$ cat src/rtl/muldiv_pkg.sv
package muldiv_pkg;

  // Operation code: bit 1 selects divide, bit 0 selects unsigned
  typedef enum logic [1:0] {
    OP_MUL_S = 2'b00,
    OP_MUL_U = 2'b01,
    OP_DIV_S = 2'b10,
    OP_DIV_U = 2'b11
  } md_op_e;

  typedef enum logic [1:0] {
    ST_IDLE = 2'b00,
    ST_ITER = 2'b01,
    ST_FIX  = 2'b10
  } md_state_e;

endpackage

$ cat src/rtl/muldiv_ctrl.sv
module muldiv_ctrl
  import muldiv_pkg::*;
#(
  parameter int W = 32
) (
  input  logic clk,
  input  logic rst_n,
  input  logic start_i,
  output logic busy_o,
  output logic load_o,
  output logic iter_o,
  output logic fix_o
);

  localparam int CW = $clog2(W);
  localparam logic [CW-1:0] LAST = CW'(W - 1);

  md_state_e state_q, state_d;
  logic [CW-1:0] cnt_q, cnt_d;
  logic          cnt_en;

  always_comb begin
    state_d = state_q;
    cnt_d   = cnt_q;
    cnt_en  = 1'b0;
    unique case (state_q)
      ST_IDLE: begin
        if (start_i) begin
          state_d = ST_ITER;
          cnt_d   = '0;
          cnt_en  = 1'b1;
        end
      end
      ST_ITER: begin
        cnt_en = 1'b1;
        if (cnt_q == LAST) begin
          state_d = ST_FIX;
          cnt_d   = '0;
        end else begin
          cnt_d = cnt_q + 1'b1;
        end
      end
      ST_FIX:  state_d = ST_IDLE;
      default: state_d = ST_IDLE;
    endcase
  end

  always_ff @(posedge clk or negedge rst_n) begin
    if (!rst_n) begin
      state_q <= ST_IDLE;
    end else begin
      state_q <= state_d;
    end
  end

  always_ff @(posedge clk or negedge rst_n) begin
    if (!rst_n) begin
      cnt_q <= '0;
    end else if (cnt_en) begin
      cnt_q <= cnt_d;
    end
  end

  assign busy_o = (state_q != ST_IDLE);
  assign load_o = (state_q == ST_IDLE) && start_i;
  assign iter_o = (state_q == ST_ITER);
  assign fix_o  = (state_q == ST_FIX);

  // the last iteration hands over to the correction cycle
  p_fix_follows_iter_r5: assert property (@(posedge clk) disable iff (!rst_n)
    (iter_o && cnt_q == LAST) |=> fix_o);

  // correction cycle always ends the busy window
  p_idle_after_fix_r5: assert property (@(posedge clk) disable iff (!rst_n)
    fix_o |=> !busy_o);

  // a start during a run never reloads the datapath
  p_no_reload_busy_r6: assert property (@(posedge clk) disable iff (!rst_n)
    (busy_o && start_i) |-> !load_o);

endmodule

$ cat src/rtl/muldiv_core.sv
module muldiv_core
  import muldiv_pkg::*;
#(
  parameter int W = 32
) (
  input  logic         clk,
  input  logic         rst_n,
  input  logic         load_i,
  input  logic         iter_i,
  input  logic         fix_i,
  input  logic [1:0]   op_i,
  input  logic [W-1:0] a_i,
  input  logic [W-1:0] b_i,
  output logic [W-1:0] res_hi_o,
  output logic [W-1:0] res_lo_o
);

  localparam int W2 = 2 * W;

  logic [W-1:0] acc_q, acc_d;
  logic [W-1:0] low_q, low_d;
  logic [W-1:0] opnd_q;
  logic         div_q, neg_lo_q, neg_hi_q;

  // operand magnitudes at load
  logic         signed_op, a_neg, b_neg;
  logic [W-1:0] a_mag, b_mag;

  assign signed_op = ~op_i[0];
  assign a_neg     = signed_op & a_i[W-1];
  assign b_neg     = signed_op & b_i[W-1];
  assign a_mag     = a_neg ? (~a_i + 1'b1) : a_i;
  assign b_mag     = b_neg ? (~b_i + 1'b1) : b_i;

  // one iteration of shift-add or restoring shift-subtract
  logic [W:0] add_sum;
  logic [W:0] div_sh, div_diff;

  always_comb begin
    add_sum  = {1'b0, acc_q} + (low_q[0] ? {1'b0, opnd_q} : '0);
    div_sh   = {acc_q, low_q[W-1]};
    div_diff = div_sh - {1'b0, opnd_q};
    acc_d    = acc_q;
    low_d    = low_q;
    if (load_i) begin
      acc_d = '0;
      low_d = op_i[1] ? a_mag : b_mag;
    end else if (iter_i) begin
      if (div_q) begin
        if (!div_diff[W]) begin
          acc_d = div_diff[W-1:0];
          low_d = {low_q[W-2:0], 1'b1};
        end else begin
          acc_d = div_sh[W-1:0];
          low_d = {low_q[W-2:0], 1'b0};
        end
      end else begin
        acc_d = add_sum[W:1];
        low_d = {add_sum[0], low_q[W-1:1]};
      end
    end
  end

  always_ff @(posedge clk or negedge rst_n) begin
    if (!rst_n) begin
      acc_q <= '0;
      low_q <= '0;
    end else if (load_i || iter_i) begin
      acc_q <= acc_d;
      low_q <= low_d;
    end
  end

  always_ff @(posedge clk or negedge rst_n) begin
    if (!rst_n) begin
      opnd_q   <= '0;
      div_q    <= 1'b0;
      neg_lo_q <= 1'b0;
      neg_hi_q <= 1'b0;
    end else if (load_i) begin
      opnd_q   <= op_i[1] ? b_mag : a_mag;
      div_q    <= op_i[1];
      neg_lo_q <= a_neg ^ b_neg;
      neg_hi_q <= a_neg;
    end
  end

  // sign correction, consumed during the fix cycle
  logic [W2-1:0] prod_raw, prod_fix;
  assign prod_raw = {acc_q, low_q};
  assign prod_fix = neg_lo_q ? (~prod_raw + 1'b1) : prod_raw;

  always_comb begin
    if (div_q) begin
      res_lo_o = neg_lo_q ? (~low_q + 1'b1) : low_q;
      res_hi_o = neg_hi_q ? (~acc_q + 1'b1) : acc_q;
    end else begin
      res_lo_o = prod_fix[W-1:0];
      res_hi_o = prod_fix[W2-1:W];
    end
  end

  // the operand held for the iterations is not disturbed mid-run
  p_opnd_hold_r6: assert property (@(posedge clk) disable iff (!rst_n)
    (iter_i || fix_i) |=> $stable(opnd_q) && $stable(div_q));

endmodule

$ cat src/rtl/muldiv_hilo.sv
module muldiv_hilo #(
  parameter int W = 32
) (
  input  logic         clk,
  input  logic         rst_n,
  input  logic         busy_i,
  input  logic         done_i,
  input  logic [W-1:0] res_hi_i,
  input  logic [W-1:0] res_lo_i,
  input  logic         rd_hi_i,
  input  logic         rd_lo_i,
  input  logic         hi_we_i,
  input  logic [W-1:0] hi_wdata_i,
  input  logic         lo_we_i,
  input  logic [W-1:0] lo_wdata_i,
  output logic         stall_o,
  output logic [W-1:0] hi_o,
  output logic [W-1:0] lo_o
);

  logic [W-1:0] hi_q, hi_d, lo_q, lo_d;
  logic         hi_en, lo_en;

  // completion has priority over a direct write on the same edge
  always_comb begin
    hi_en = done_i | hi_we_i;
    lo_en = done_i | lo_we_i;
    hi_d  = done_i ? res_hi_i : hi_wdata_i;
    lo_d  = done_i ? res_lo_i : lo_wdata_i;
  end

  always_ff @(posedge clk or negedge rst_n) begin
    if (!rst_n) begin
      hi_q <= '0;
    end else if (hi_en) begin
      hi_q <= hi_d;
    end
  end

  always_ff @(posedge clk or negedge rst_n) begin
    if (!rst_n) begin
      lo_q <= '0;
    end else if (lo_en) begin
      lo_q <= lo_d;
    end
  end

  assign stall_o = busy_i & (rd_hi_i | rd_lo_i);
  assign hi_o    = hi_q;
  assign lo_o    = lo_q;

  // without a write source the high register holds
  p_hi_hold_r8: assert property (@(posedge clk) disable iff (!rst_n)
    (!done_i && !hi_we_i) |=> $stable(hi_q));

  // without a write source the low register holds
  p_lo_hold_r8: assert property (@(posedge clk) disable iff (!rst_n)
    (!done_i && !lo_we_i) |=> $stable(lo_q));

  // completion value is the one kept
  p_done_wins_r9: assert property (@(posedge clk) disable iff (!rst_n)
    done_i |=> (hi_q == $past(res_hi_i)) && (lo_q == $past(res_lo_i)));

endmodule

$ cat src/rtl/muldiv_unit.sv
module muldiv_unit
  import muldiv_pkg::*;
#(
  parameter int W = 32
) (
  input  logic         clk,
  input  logic         rst_n,
  input  logic         start_i,
  input  logic [1:0]   op_i,
  input  logic [W-1:0] a_i,
  input  logic [W-1:0] b_i,
  input  logic         rd_hi_i,
  input  logic         rd_lo_i,
  input  logic         hi_we_i,
  input  logic [W-1:0] hi_wdata_i,
  input  logic         lo_we_i,
  input  logic [W-1:0] lo_wdata_i,
  output logic         busy_o,
  output logic         stall_o,
  output logic [W-1:0] hi_o,
  output logic [W-1:0] lo_o
);

  logic         load, iter, fix, busy;
  logic [W-1:0] res_hi, res_lo;

  muldiv_ctrl #(.W(W)) u_ctrl (
    .clk    (clk),
    .rst_n  (rst_n),
    .start_i(start_i),
    .busy_o (busy),
    .load_o (load),
    .iter_o (iter),
    .fix_o  (fix)
  );

  muldiv_core #(.W(W)) u_core (
    .clk     (clk),
    .rst_n   (rst_n),
    .load_i  (load),
    .iter_i  (iter),
    .fix_i   (fix),
    .op_i    (op_i),
    .a_i     (a_i),
    .b_i     (b_i),
    .res_hi_o(res_hi),
    .res_lo_o(res_lo)
  );

  muldiv_hilo #(.W(W)) u_hilo (
    .clk       (clk),
    .rst_n     (rst_n),
    .busy_i    (busy),
    .done_i    (fix),
    .res_hi_i  (res_hi),
    .res_lo_i  (res_lo),
    .rd_hi_i   (rd_hi_i),
    .rd_lo_i   (rd_lo_i),
    .hi_we_i   (hi_we_i),
    .hi_wdata_i(hi_wdata_i),
    .lo_we_i   (lo_we_i),
    .lo_wdata_i(lo_wdata_i),
    .stall_o   (stall_o),
    .hi_o      (hi_o),
    .lo_o      (lo_o)
  );

  assign busy_o = busy;

  // an idle unit never holds off a read
  p_idle_no_stall_r7: assert property (@(posedge clk) disable iff (!rst_n)
    !busy_o |-> !stall_o);

endmodule

$ cat config.mk
export PLATFORM = sky130hd
export DESIGN_NAME = muldiv_unit
export DESIGN_NICKNAME = d
export VERILOG_FILES = /design/src/rtl/muldiv_pkg.sv /design/src/rtl/muldiv_ctrl.sv /design/src/rtl/muldiv_core.sv /design/src/rtl/muldiv_hilo.sv /design/src/rtl/muldiv_unit.sv
export SDC_FILE = /design/constraint.sdc
export NUM_CORES = 1
export LEC_CHECK = 0
export BUFFER_PORTS_ARGS = -buffer_cell sky130_fd_sc_hd__buf_2
export CAP_MARGIN = 15
export CORE_UTILIZATION = 45
export DETAILED_ROUTE_END_ITERATION = 6
export GPL_TIMING_DRIVEN = 0
export HOLD_SLACK_MARGIN = 0.15
export PLACE_DENSITY_LB_ADDON = 0.25
export SYNTH_ARGS = -nofsm -noshare
export SYNTH_HDL_FRONTEND = slang
export SYNTH_SLANG_ARGS = --single-unit
$ cat constraint.sdc
create_clock -name clk -period 9.85 [get_ports clk]
set_input_delay 1.97 -clock clk [delete_from_list [all_inputs] [get_ports clk]]
set_output_delay 1.97 -clock clk [all_outputs]
set_load 0.02 [all_outputs]
## After elaboration in Yosys (flattened, before gate mapping)

Index checks and enable logic that the tools add are counted.

- Logic and storage cells: 73
- Output and inout bits: 66
- Bits in registers: 170

- Mux-type cells: 28
- Equality and inequality tests: 5
- Reduce and logical (&&, ||, !) cells: 9
- Bitwise operators: 13
- Add/sub/neg operators: 8

Operator list:

| operator | number |
|---|---|
| $mux W32 | 18 |
| $add A32 B1 Y32 const B | 4 |
| $not A32 Y32 | 4 |
| $add A64 B1 Y64 const B | 1 |
| $mux W64 | 1 |
| $not A64 Y64 | 1 |
| $add A32 B33 Y33 | 1 |
| $sub A33 B32 Y33 | 1 |
| $mux W5 | 2 |
| $pmux W5 S2 | 1 |
| $reduce_bool A2 Y1 | 3 |
| $add A5 B1 Y5 const B | 1 |
| $eq A5 B5 Y1 const B | 1 |
| $mux W2 | 2 |
| $ne A2 B2 Y1 const B | 2 |
| $pmux W2 S2 | 1 |
| $reduce_and A2 Y1 | 2 |
| $and A1 B1 Y1 | 3 |
| $or A1 B1 Y1 | 3 |
| $reduce_and A3 Y1 | 1 |
| $eq A2 B1 Y1 const B | 1 |
| $eq A2 B2 Y1 const B | 1 |
| $logic_not A2 Y1 | 1 |
| $mux W1 | 2 |
| 5 further kinds | 5 |

## Longest topological paths before layout

Gate-level depths: netlist (run 1).

- Word-level depth: 5
- Gate-level depth with buffers: 14
- Mapped depth without buffers: 13

## Hierarchy

A second synthesis (run 1) with hierarchy kept.

- Cells, all modules: 1963
- Area, all modules: 15434.8 um2

Modules (own cells, without submodules):

| module | sequential area each (um2) | cells each | area each (um2) | instances |
|---|---|---|---|---|
| muldiv_core | 2477.4 | 1650 | 12057.8 | 1 |
| muldiv_hilo | 1601.5 | 279 | 3022.9 | 1 |
| muldiv_ctrl | 175.2 | 34 | 354.1 | 1 |

## Worst setup path after synthesis (run 1)

OpenSTA, ideal clock, no wires.

- Path kind: in2reg
- From: input port b_i[8]
- To: register u_core.opnd_q[25]
- Arrival time: 4296 ps
- Slack: 5427 ps
- Stages: 9
- Cells stage by stage: or4_4 -> or3_4 -> or3_4 -> or4_4 -> o41ai_2 -> xor2_1 -> nand2_1 -> o211ai_1 -> o21ai_1

- Cells in the longest elaborated chain, start to end: 4

RTL lines:

| what | RTL line | text |
|---|---|---|
| start, declared | muldiv_unit.sv:11 | `input logic [W-1:0] b_i,` |
| $not A32 Y32 | muldiv_core.sv:33 | `assign b_mag = b_neg ? (~b_i + 1'b1) : b_i;` |
| $add A32 B1 Y32 | muldiv_core.sv:33 |  |
| $mux W32 | muldiv_core.sv:33 |  |
| $mux W32 | muldiv_core.sv:81 | `opnd_q <= op_i[1] ? b_mag : a_mag;` |
| end signal, assigned | muldiv_core.sv:81 |  |
| end, declared | muldiv_core.sv:22 | `logic [W-1:0] opnd_q;` |

Every way passes these cells.
A chain may end at the register's enable or synchronous reset.

## Final worst setup path (run 1)

- From: input port a_i[2]
- To: register u_core.opnd_q[29]

- Cells in the longest elaborated chain, start to end: 4

RTL lines:

| what | RTL line | text |
|---|---|---|
| start, declared | muldiv_unit.sv:10 | `input logic [W-1:0] a_i,` |
| $not A32 Y32 | muldiv_core.sv:32 | `assign a_mag = a_neg ? (~a_i + 1'b1) : a_i;` |
| $add A32 B1 Y32 | muldiv_core.sv:32 |  |
| $mux W32 | muldiv_core.sv:32 |  |
| $mux W32 | muldiv_core.sv:81 |  |

Every way passes these cells.

==> impl_metrics.tcl, run 1 <==
set metrics [dict create \
    status "complete, no violations" \
    synth.distinct_cells 74 \
    start_util_pct 45.7 \
    hold_violations 0 \
    p_per_area_mw_per_mm2 370 \
    holdPathStages 2 \
    ys_seq_elements 170 \
    skew_ps 11.8 \
    place_ws_ps 4900 \
    synth_compound_area_share_pct 25.5 \
    end_kind "flop" \
    die_h_um 184 \
    clockRootBuffer "clkbuf_16" \
    syn_avg_cell_area_um2 7.99 \
    power_leakage_nw 7.48 \
    io_buffers 200 \
    fin_area_mm2 0.0171 \
    diodes 0 \
    synth_top_family_by_area "compound AO/OA/AOI/OAI gates" \
    synth_nets 2077 \
    grt_pass1_vias 14100 \
    cts_buffers 17 \
    synth_enable_flop_cells 0 \
    synth_warnings 0 \
    cts_buffer_depth 2 \
    finalSetupTns_ps 0 \
    overflow 0 \
    ctsResizeCount 0 \
    fin_cells 2543 \
    clkTransAtPathRegs_ps 80 \
    setup_ws_ps 5320 \
    synth_area_mm2 0.0149 \
    antenna_found_initial 1 \
    die_w_um 184 \
    worstPathArrival_ps 4830 \
    num_vias 15300 \
    hpwlAfterDp_mm 41.1 \
    place_area_mm2 0.0165 \
    critPathKind "in -> reg" \
    h-tree-depth 4 \
    final_core_util_pct 52.6 \
    dp_cells 2511 \
    cts_setup_buffers 0 \
    rsz0062_at_grt "no" \
    yosysSeqAreaShare_pct 28.5 \
    grt_first_pass_wirelength_mm 79.6 \
    maxSlewViolCount 0 \
    hold_path.class "reg -> reg" \
    grt_max_degree 108 \
    fin_crit_sh_pct 46.0 \
    ctsHoldBuffers 0 \
    fin_nets 2297 \
    async_flop_share_pct 100 \
    dieArea_mm2 0.0339 \
    cp_max_fo 5 \
    viasPerCell 6.00 \
    yosys.area_share.simple_pct 17.8 \
    first_pass_iters 5 \
    relSlewSlack_pct 27.0 \
    max_cap_viol_count 0 \
    io_pins 203 \
    detail-route-antenna-nets 0 \
    setup_viol 0 \
    max_freq_ghz 0.221 \
    routedWlPerCell_um 20.4 \
    synth_xor_area_share_pct 10.1 \
    yosys.area_share.adder_pct 6.14 \
    drc 0 \
    yosys-mux-area-fraction_pct 7.21 \
    min_period_ps 4530 \
    cts_tree "done" \
    area_delta_synth_final_pct 14.9 \
    ff2ff_path_depth 13 \
    synth_flop_cell "dfrtp_1" \
    routed_wl_mm 51.8 \
    core-area_mm2 0.0326 \
    dr.first_iter.drc_count 1442 \
    gp_congestion 0.965 \
    synth_cells 1868 \
    num_rows 66 \
    vdd_drop_max_uv 158 \
    track_usage_pct 30.5 \
    cts_num_sinks 170 \
    worst-slew-pin-transition_ps 1080 \
    drive_gt1_share_pct 13.0 \
    required_ps 10150 \
    worstSetupStartpointType "primary input" \
    worst_skew_pair.late_latency_ps 450 \
]
[final timing paths]
check                                             start                            end  slack [ps]
hold reg to reg            u_core.opnd_q[7]$_DFFE_PN0P_   u_core.opnd_q[7]$_DFFE_PN0P_         480
hold / removal             u_core.opnd_q[7]$_DFFE_PN0P_   u_core.opnd_q[7]$_DFFE_PN0P_         480
setup reg to reg            u_core.low_q[0]$_DFFE_PN0P_   u_core.acc_q[31]$_DFFE_PN0P_        5390
setup / recovery                                 a_i[2]  u_core.opnd_q[29]$_DFFE_PN0P_        5320
max in group asynchronous                         rst_n    u_core.acc_q[9]$_DFFE_PN0P_        7510
min in group asynchronous                         rst_n     u_hilo.lo_o[4]$_DFFE_PN0P_        1450
[flip-flops by register name (all words and copies together) (netlist names)]
register / flops
u_core.acc_q: 32
u_core.low_q: 32
u_core.opnd_q: 32
u_hilo.hi_o: 32
u_hilo.lo_o: 32
u_ctrl.cnt_q: 5
u_ctrl.state_q: 2
u_core.div_q: 1
u_core.neg_hi_q: 1
u_core.neg_lo_q: 1
[cell type report]
| type | count | area [µm²] |
|---|---|---|
| inverter | 60 | 225 |
| multi-input combinational | 1511 | 9950 |
| sequential | 170 | 4250 |
| fill | 3087 | 15500 |
| clock inverter | 15 | 208 |
| buffer | 127 | 492 |
| timing repair buffer | 201 | 1040 |
| tap | 442 | 553 |
| clock buffer | 17 | 425 |
[worst max-delay path, stage by stage]
cell	delay (ps)
buf_2	120
or2_2	330
or4_4	530
nor4_4	360
nand3_1	200
or4_1	500
o41ai_1	320
xor2_1	320
o221ai_1	180
[power by group]
group	leakage, nW	internal (mW)	total, mW	switching (mW)
clock network	0.309	0.411	0.745	0.334
logic	5.12	1.64	4.26	2.63
registers	2.05	0.955	1.34	0.381
[through the flow]
step | power (mW) | hold slack [ps]
3_5_place_dp | 5.48 | 468
3_3_place_gp | 5.41 | 466
4_1_cts | 6.24 | 485
5_1_grt | 6.81 | 514
6_report | 6.35 | 484
2_1_floorplan | 4.30 | 450
[metal layers]
metal | up-vias | track usage (%) | part of all wire (%)
met5 | - | 0 | 0.015
met3 | 103 | 5.17 | 7.1
met2 | 708 | 48.1 | 45
li1 | 7183 | - | -
met4 | 2 | 12.7 | 3.6
met1 | 7264 | 41.2 | 45
[cells by family (layout without fill, tap and decap cells)]
| logic type | Yosys count | count (layout) |
|---|---|---|
| and+or+nand+nor | 558 | 558 |
| AOI/OAI and AO/OA | 603 | 603 |
| xor gates and xnor gates | 171 | 171 |
| muxes | 107 | 107 |
| buffers and inverters | 187 | 420 |
| DFF | 170 | 170 |
| adders and majority gates | 72 | 72 |
[cells in the mapped netlist (15+ instances only)]
cell type	number	area (µm²)
o21a_1	16	120
a21oi_1	142	711
buf_1	15	56.3
nand2_1	209	785
a211oi_1	28	210
clkbuf_1	105	394
inv_1	60	225
nor2b_1	30	188
mux2i_1	103	1030
a21o_1	33	248
nor3_1	36	180
dfrtp_1	170	4250
nor4_1	16	100
a22oi_1	16	120
xor2_1	89	780
nand3_1	18	90.1
o221ai_1	27	236
nor2_1	140	526
ha_1	70	876
nand2b_1	21	131
o31ai_1	26	195
o21ai_0	196	981
o211ai_1	40	300
xnor2_1	81	709
nand4_1	19	119
[cells in the final DEF (no fill, tap or decap), types with 21 or more instances in the layout]
cell type  count
xnor2_1       81
nor3_1        36
a211oi_1      28
dfrtp_1      170
nor2_1       140
inv_1         60
o31ai_1       26
o211ai_1      40
ha_1          70
o21ai_0      196
a21o_1        33
mux2i_1      103
nor2b_1       30
nand2b_1      21
buf_2        205
xor2_1        89
a21oi_1      142
o221ai_1      27
nand2_1      209
clkbuf_1     105
Note: power is estimated with default switching activity, not from simulation.
==> inputs of run 2 (changes only) <==
ABC_AREA = 1   (was unset)
clock period = 3.7 ns   (was 9.85 ns; I/O delays follow)
==> impl_metrics.tcl, run 2 <==
set metrics [dict create \
    status "complete, no violations" \
    synth_area_mm2 0.0176 \
    cts_buffers 17 \
    viasPerCell 5.65 \
    worst_skew_pair.late_latency_ps 510 \
    end_kind "flop" \
    skew_ps 18.7 \
    cts_num_sinks 170 \
    fin_crit_sh_pct 91.0 \
    worstPathArrival_ps 3750 \
    synth_enable_flop_cells 0 \
    clockRootBuffer "clkbuf_16" \
    synth_cells 3011 \
    place_ws_ps -24.8 \
    final_common_cell "nand2_1" \
    ctsHoldBuffers 0 \
    finalSetupTns_ps 0 \
    critPathKind "reg -> reg" \
    netlist.area_leader.share_pct 24.2 \
    setup_viol 0 \
    critPathTopFamily "simple AND/OR/NAND/NOR gates" \
    ys_seq_elements 170 \
    rsz0062_at_grt "no" \
    max_cap_viol_count 0 \
    max_freq_ghz 0.297 \
    grt_pass1_vias 19600 \
    crit_path_cell_trace "buf_2 -> nand2_1 -> inv_1 -> ha_1 -> inv_1 -> fa_1 -> o21ai_1 -> nand2_1 -> nand2_1 -> nand2_1 -> nand2_1 -> nand2_1 -> nand3_1 -> nand2_1 -> nor2_1 -> nor2_1 -> nand2_1 -> nand2_1" \
    core-area_mm2 0.0386 \
    clkTransAtPathRegs_ps 90 \
    final_core_util_pct 51.6 \
    yosys.area.top_type "dfrtp_1" \
    hold_path.class "in -> async" \
    yosysMostFrequentCell "nand2_1" \
    cts_setup_buffers 0 \
    drc 0 \
    overflow 0 \
    worst-slew-pin-transition_ps 1010 \
    slowest_stage "fa_1" \
    h-tree-depth 4 \
    ctsResizeCount 1 \
    worstSetupStartpointType "flop" \
    first_pass_iters 6 \
    slowest_delay_ps 480 \
    synth_nets 3220 \
    syn_avg_cell_area_um2 5.84 \
    power_leakage_nw 10.6 \
    fillers 4107 \
    vdd_drop_max_uv 534 \
    cts_tree "done" \
    num_vias 21300 \
    regArea_mm2 0.00425 \
    yosysSeqAreaShare_pct 24.2 \
    crit_top_cell "nand2_1" \
    grt_first_pass_wirelength_mm 114 \
    synth_flop_cell "dfrtp_1" \
    fin_nets 3440 \
    synth_area_leaders "dfrtp_1 (24%), nand2_1 (22%), inv_1 (9.0%), nand3_1 (7.5%), nor2_1 (6.7%)" \
    die_h_um 200 \
    setup_ws_ps 334 \
    area_delta_synth_final_pct 13.3 \
    routed_wl_mm 77.2 \
    detail-route-antenna-nets 0 \
    cp_max_fo 16 \
    hold_violations 0 \
    dr.first_iter.drc_count 2255 \
    antenna_found_initial 0 \
    track_usage_pct 38.9 \
    p_per_area_mw_per_mm2 962 \
    required_ps 4090 \
    cts_buffer_depth 2 \
    synth.top_cells.by_count "nand2_1 (1048), inv_1 (423), nor2_1 (313)" \
    path_buf_inv 3 \
    relSlewSlack_pct 32.9 \
    hpwlAfterDp_mm 63.8 \
    ff2ff_path_depth 18 \
    multi_input_area_mm2 0.0113 \
    drive_gt1_share_pct 9.22 \
    grt_max_degree 105 \
    cp_num_cells 18 \
    io_pins 203 \
    num_rows 72 \
    async_flop_share_pct 100 \
    synth.distinct_cells 50 \
    die_w_um 200 \
    min_period_ps 3370 \
    dieArea_mm2 0.0399 \
    routedWlPerCell_um 20.5 \
    start_util_pct 45.5 \
    io_buffers 201 \
    maxSlewViolCount 0 \
    gp_congestion 1.04 \
    power_mw 19.2 \
    synth_warnings 0 \
    final_cell_mix "nand2_1 (1048), inv_1 (423), nor2_1 (313), nand3_1 (264), buf_2 (219)" \
]
run 2: cell count changes in the layout (fill, tap and decap cells not counted), sizes merged, moves of 28 or more:
cell and delta:
nand3 +246, clkbuf -43, nor2 +180, nand4 +30, o21ai -58, nand2 +846, a21o -29, mux2i -102
xnor2 -66, inv +370, nor2b -30, a211oi -28
run 2: logic make-up after synthesis:
group / after synthesis / synth area share [%]
multiplexers: 1 / 0.0569
AO/OA/AOI/OAI: 401 / 13.8
flip-flops: 170 / 24.2
adder cells (fa/ha/maj): 72 / 5.21
buffers and inverters: 529 / 11.6
AND/OR/NAND/NOR: 1758 / 41.2
XOR/XNOR: 80 / 3.98
run 2: power by group:
group	switching, mW	internal (mW)
combinational	9.07	4.28
clock	1.00	0.991
sequential	1.28	2.54
total	11.4	7.81
run 2: routing by layer:
| metal | part of all wire [%] | track usage (%) | wire [µm] |
|---|---|---|---|
| met1 | 43 | 52.0 | 33400 |
| met2 | 44 | 60.5 | 34100 |
| met3 | 7.8 | 6.82 | 6050 |
| met4 | 4.8 | 18.6 | 3710 |
| met5 | 0 | 0 | 0 |
run 2: worst register-to-register path: cells and delay by family, from the launching register on:
family | cells | cell delay, ps
DFF | 1 | 320
buffers and inverters | 3 | 520
and+or+nand+nor | 12 | 1280
AOI/OAI and AO/OA | 1 | 370
adders and majority gates | 2 | 760
run 2: worst paths after layout:
check	slack, ps	to	start
min in group clk	480	u_hilo.hi_o[22]$_DFFE_PN0P_	u_hilo.hi_o[22]$_DFFE_PN0P_
min reg2reg	480	u_hilo.hi_o[22]$_DFFE_PN0P_	u_hilo.hi_o[22]$_DFFE_PN0P_
max in group asynchronous	2620	u_core.opnd_q[25]$_DFFE_PN0P_	rst_n
max reg2reg	330	u_core.acc_q[27]$_DFFE_PN0P_	u_core.low_q[0]$_DFFE_PN0P_
max	330	u_core.acc_q[27]$_DFFE_PN0P_	u_core.low_q[0]$_DFFE_PN0P_
min	170	u_hilo.hi_o[14]$_DFFE_PN0P_	rst_n
run 2: final cells by class:
| class | count | area share (%) |
|---|---|---|
| Clock buffer | 17 | 2.14 |
| Inverter | 433 | 8.16 |
| Tap cell | 518 | 3.25 |
| Antenna cell | 1 | 0.0126 |
| Buffer | 95 | 2.02 |
| Multi-Input combinational cell | 2312 | 56.7 |
| Sequential cell | 170 | 21.4 |
| Timing Repair Buffer | 202 | 5.24 |
| Clock inverter | 15 | 1.08 |
run 2: through the flow:
step / cells / hold slack, ps / instance area (µm²)
final: 3763 / 166 / 19900
after global routing: 3762 / 194 / 19900
after CTS: 3763 / 172 / 19900
after detailed placement: 3731 / 461 / 19300
after global placement: 3730 / 458 / 19200
after floorplan: 3011 / 444 / 17600
==> inputs of run 3 (changes only) <==
CORE_ASPECT_RATIO = 1.5   (was unset)
CORE_UTILIZATION = 55   (was 45)
SLEW_MARGIN = 20   (was unset)
==> impl_metrics.tcl, run 3 (synthesis gave the netlist of run 2 again) <==
set metrics [dict create \
    drc 1 \
    setup_ws_ps 346 \
    maxSlewViolCount 0 \
    h-tree-depth 4 \
    clkTransAtPathRegs_ps 70 \
    regToRegSetupSlack_ps 350 \
    fin_area_mm2 0.0198 \
    cp_max_fo 16 \
    gp_congestion 1.09 \
    r2r-start "u_core.low_q[0]$_DFFE_PN0P_" \
    antenna_found_initial 1 \
    viasPerCell 5.87 \
    status "finished with violations" \
    startpoint "u_core.low_q[0]$_DFFE_PN0P_" \
    area_delta_synth_final_pct 12.5 \
    final_cell_mix "nand2_1 (1048), inv_1 (423), nor2_1 (313), nand3_1 (264), buf_2 (219)" \
    io_buffers 201 \
    ctsHoldBuffers 0 \
    drive_gt1_share_pct 9.24 \
    cts_buffers 17 \
    overflow 0 \
    fin_crit_sh_pct 90.6 \
    first_pass_iters 7 \
    final_common_cell "nand2_1" \
    core-area_mm2 0.0312 \
    place_area_mm2 0.0192 \
    detail-route-antenna-nets 0 \
    grt_first_pass_wirelength_mm 113 \
    relSlewSlack_pct 45.8 \
    hold_path.class "in -> async" \
    place_ws_ps 24.5 \
    min_period_ps 3350 \
    fin_cells 3651 \
    fin_nets 3441 \
    die_w_um 148 \
    critPathKind "reg -> reg" \
    clockRootBuffer "clkbuf_16" \
    max_freq_ghz 0.298 \
    grt_max_degree 98 \
    worstPathArrival_ps 3720 \
    skew_ps 11.4 \
    die_h_um 221 \
    cts_setup_buffers 0 \
    num_rows 79 \
    dp_cells 3619 \
    track_usage_pct 45.6 \
    num_vias 21400 \
    power_leakage_nw 10.6 \
    routed_wl_mm 74.3 \
    routedWlPerCell_um 20.4 \
    dieArea_mm2 0.0327 \
    fillers 3157 \
    setup_viol 0 \
    hpwlAfterDp_mm 60.3 \
    io_pins 203 \
    violations "design-rule violations" \
    p_per_area_mw_per_mm2 953 \
    required_ps 4060 \
    vdd_drop_max_uv 487 \
    max_cap_viol_count 0 \
    cts_tree "done" \
    dr.first_iter.drc_count 2058 \
    hold_ws_ps 284 \
    hold_violations 0 \
    start_util_pct 56.3 \
    worst-slew-pin-transition_ps 812 \
    cts_num_sinks 170 \
    worstSetupStartpointType "flop" \
    cts_buffer_depth 2 \
    worst_skew_pair.late_latency_ps 470 \
    end_kind "flop" \
    rsz0062_at_grt "no" \
    grt_pass1_vias 20500 \
]
## run 3: power breakdown
group          internal (mW)  total, mW  leakage, nW  switching, mW
registers               2.54       3.87         2.05           1.34
clock network          0.931       1.90        0.291          0.969
logic                   4.28       13.1         8.21           8.80
total                   7.75       18.8         10.6           11.1
## run 3: worst paths after layout
kind	endpoint	depth (start not counted)
setup / recovery	u_core.acc_q[27]$_DFFE_PN0P_	18
hold / removal	u_core.opnd_q[29]$_DFFE_PN0P_	2
setup reg to reg	u_core.acc_q[27]$_DFFE_PN0P_	18
hold reg to reg	u_hilo.hi_o[20]$_DFFE_PN0P_	2
max in group asynchronous	u_hilo.hi_o[16]$_DFFE_PN0P_	3
min in group clk	u_hilo.hi_o[20]$_DFFE_PN0P_	2
## run 3: area by class of cell
cell class / count / area (µm²) / share of cell area, %
timing repair buffer: 203 / 1070 / 5.41
buffer: 95 / 403 / 2.04
sequential: 170 / 4250 / 21.5
multi-input combinational: 2312 / 11300 / 57.1
tap: 405 / 507 / 2.56
inverter: 433 / 1630 / 8.22
clock inverter: 14 / 175 / 0.885
clock buffer: 18 / 439 / 2.22
antenna: 1 / 2.50 / 0.0126
## run 3: stage by stage
stage	power, mW	setup TNS [ps]	utilization [%]
floorplan	12.4	0	-
global placement	16.1	-113140	61.2
detailed placement	16.4	0	61.4
CTS	18.3	0	63.3
global route	20.3	0	63.3
finish	18.8	0	63.3
## run 3: timing repair
item / 4_1_cts / 5_1_grt
setup endpoints to repair: 1 / 5
resized for setup: 1 / 0
hold endpoints to repair: 0 / 0
## run 3: worst max-delay path: stages, from the launching register on
cell and delay [ps]:
dfrtp_1 330, buf_2 390, nand2_1 120, inv_1 80
ha_1 260, inv_1 100, fa_1 460, o21ai_1 350
nand2_1 90, nand2_1 180, nand2_1 80, nand2_1 150
nand2_1 90, nand3_1 90, nand2_1 50, nor2_1 170
nor2_1 100, nand2_1 90, nand2_1 50
## run 3: layer usage
| metal | track usage [%] | wire length, µm | vias up |
|---|---|---|---|
| li1 | - | - | 10100 |
| met1 | 51.6 | 26300 | 9720 |
| met2 | 74.8 | 34300 | 1262 |
| met3 | 7.32 | 6430 | 330 |
| met4 | 38.2 | 7270 | 0 |
| met5 | 0 | 0 | - |
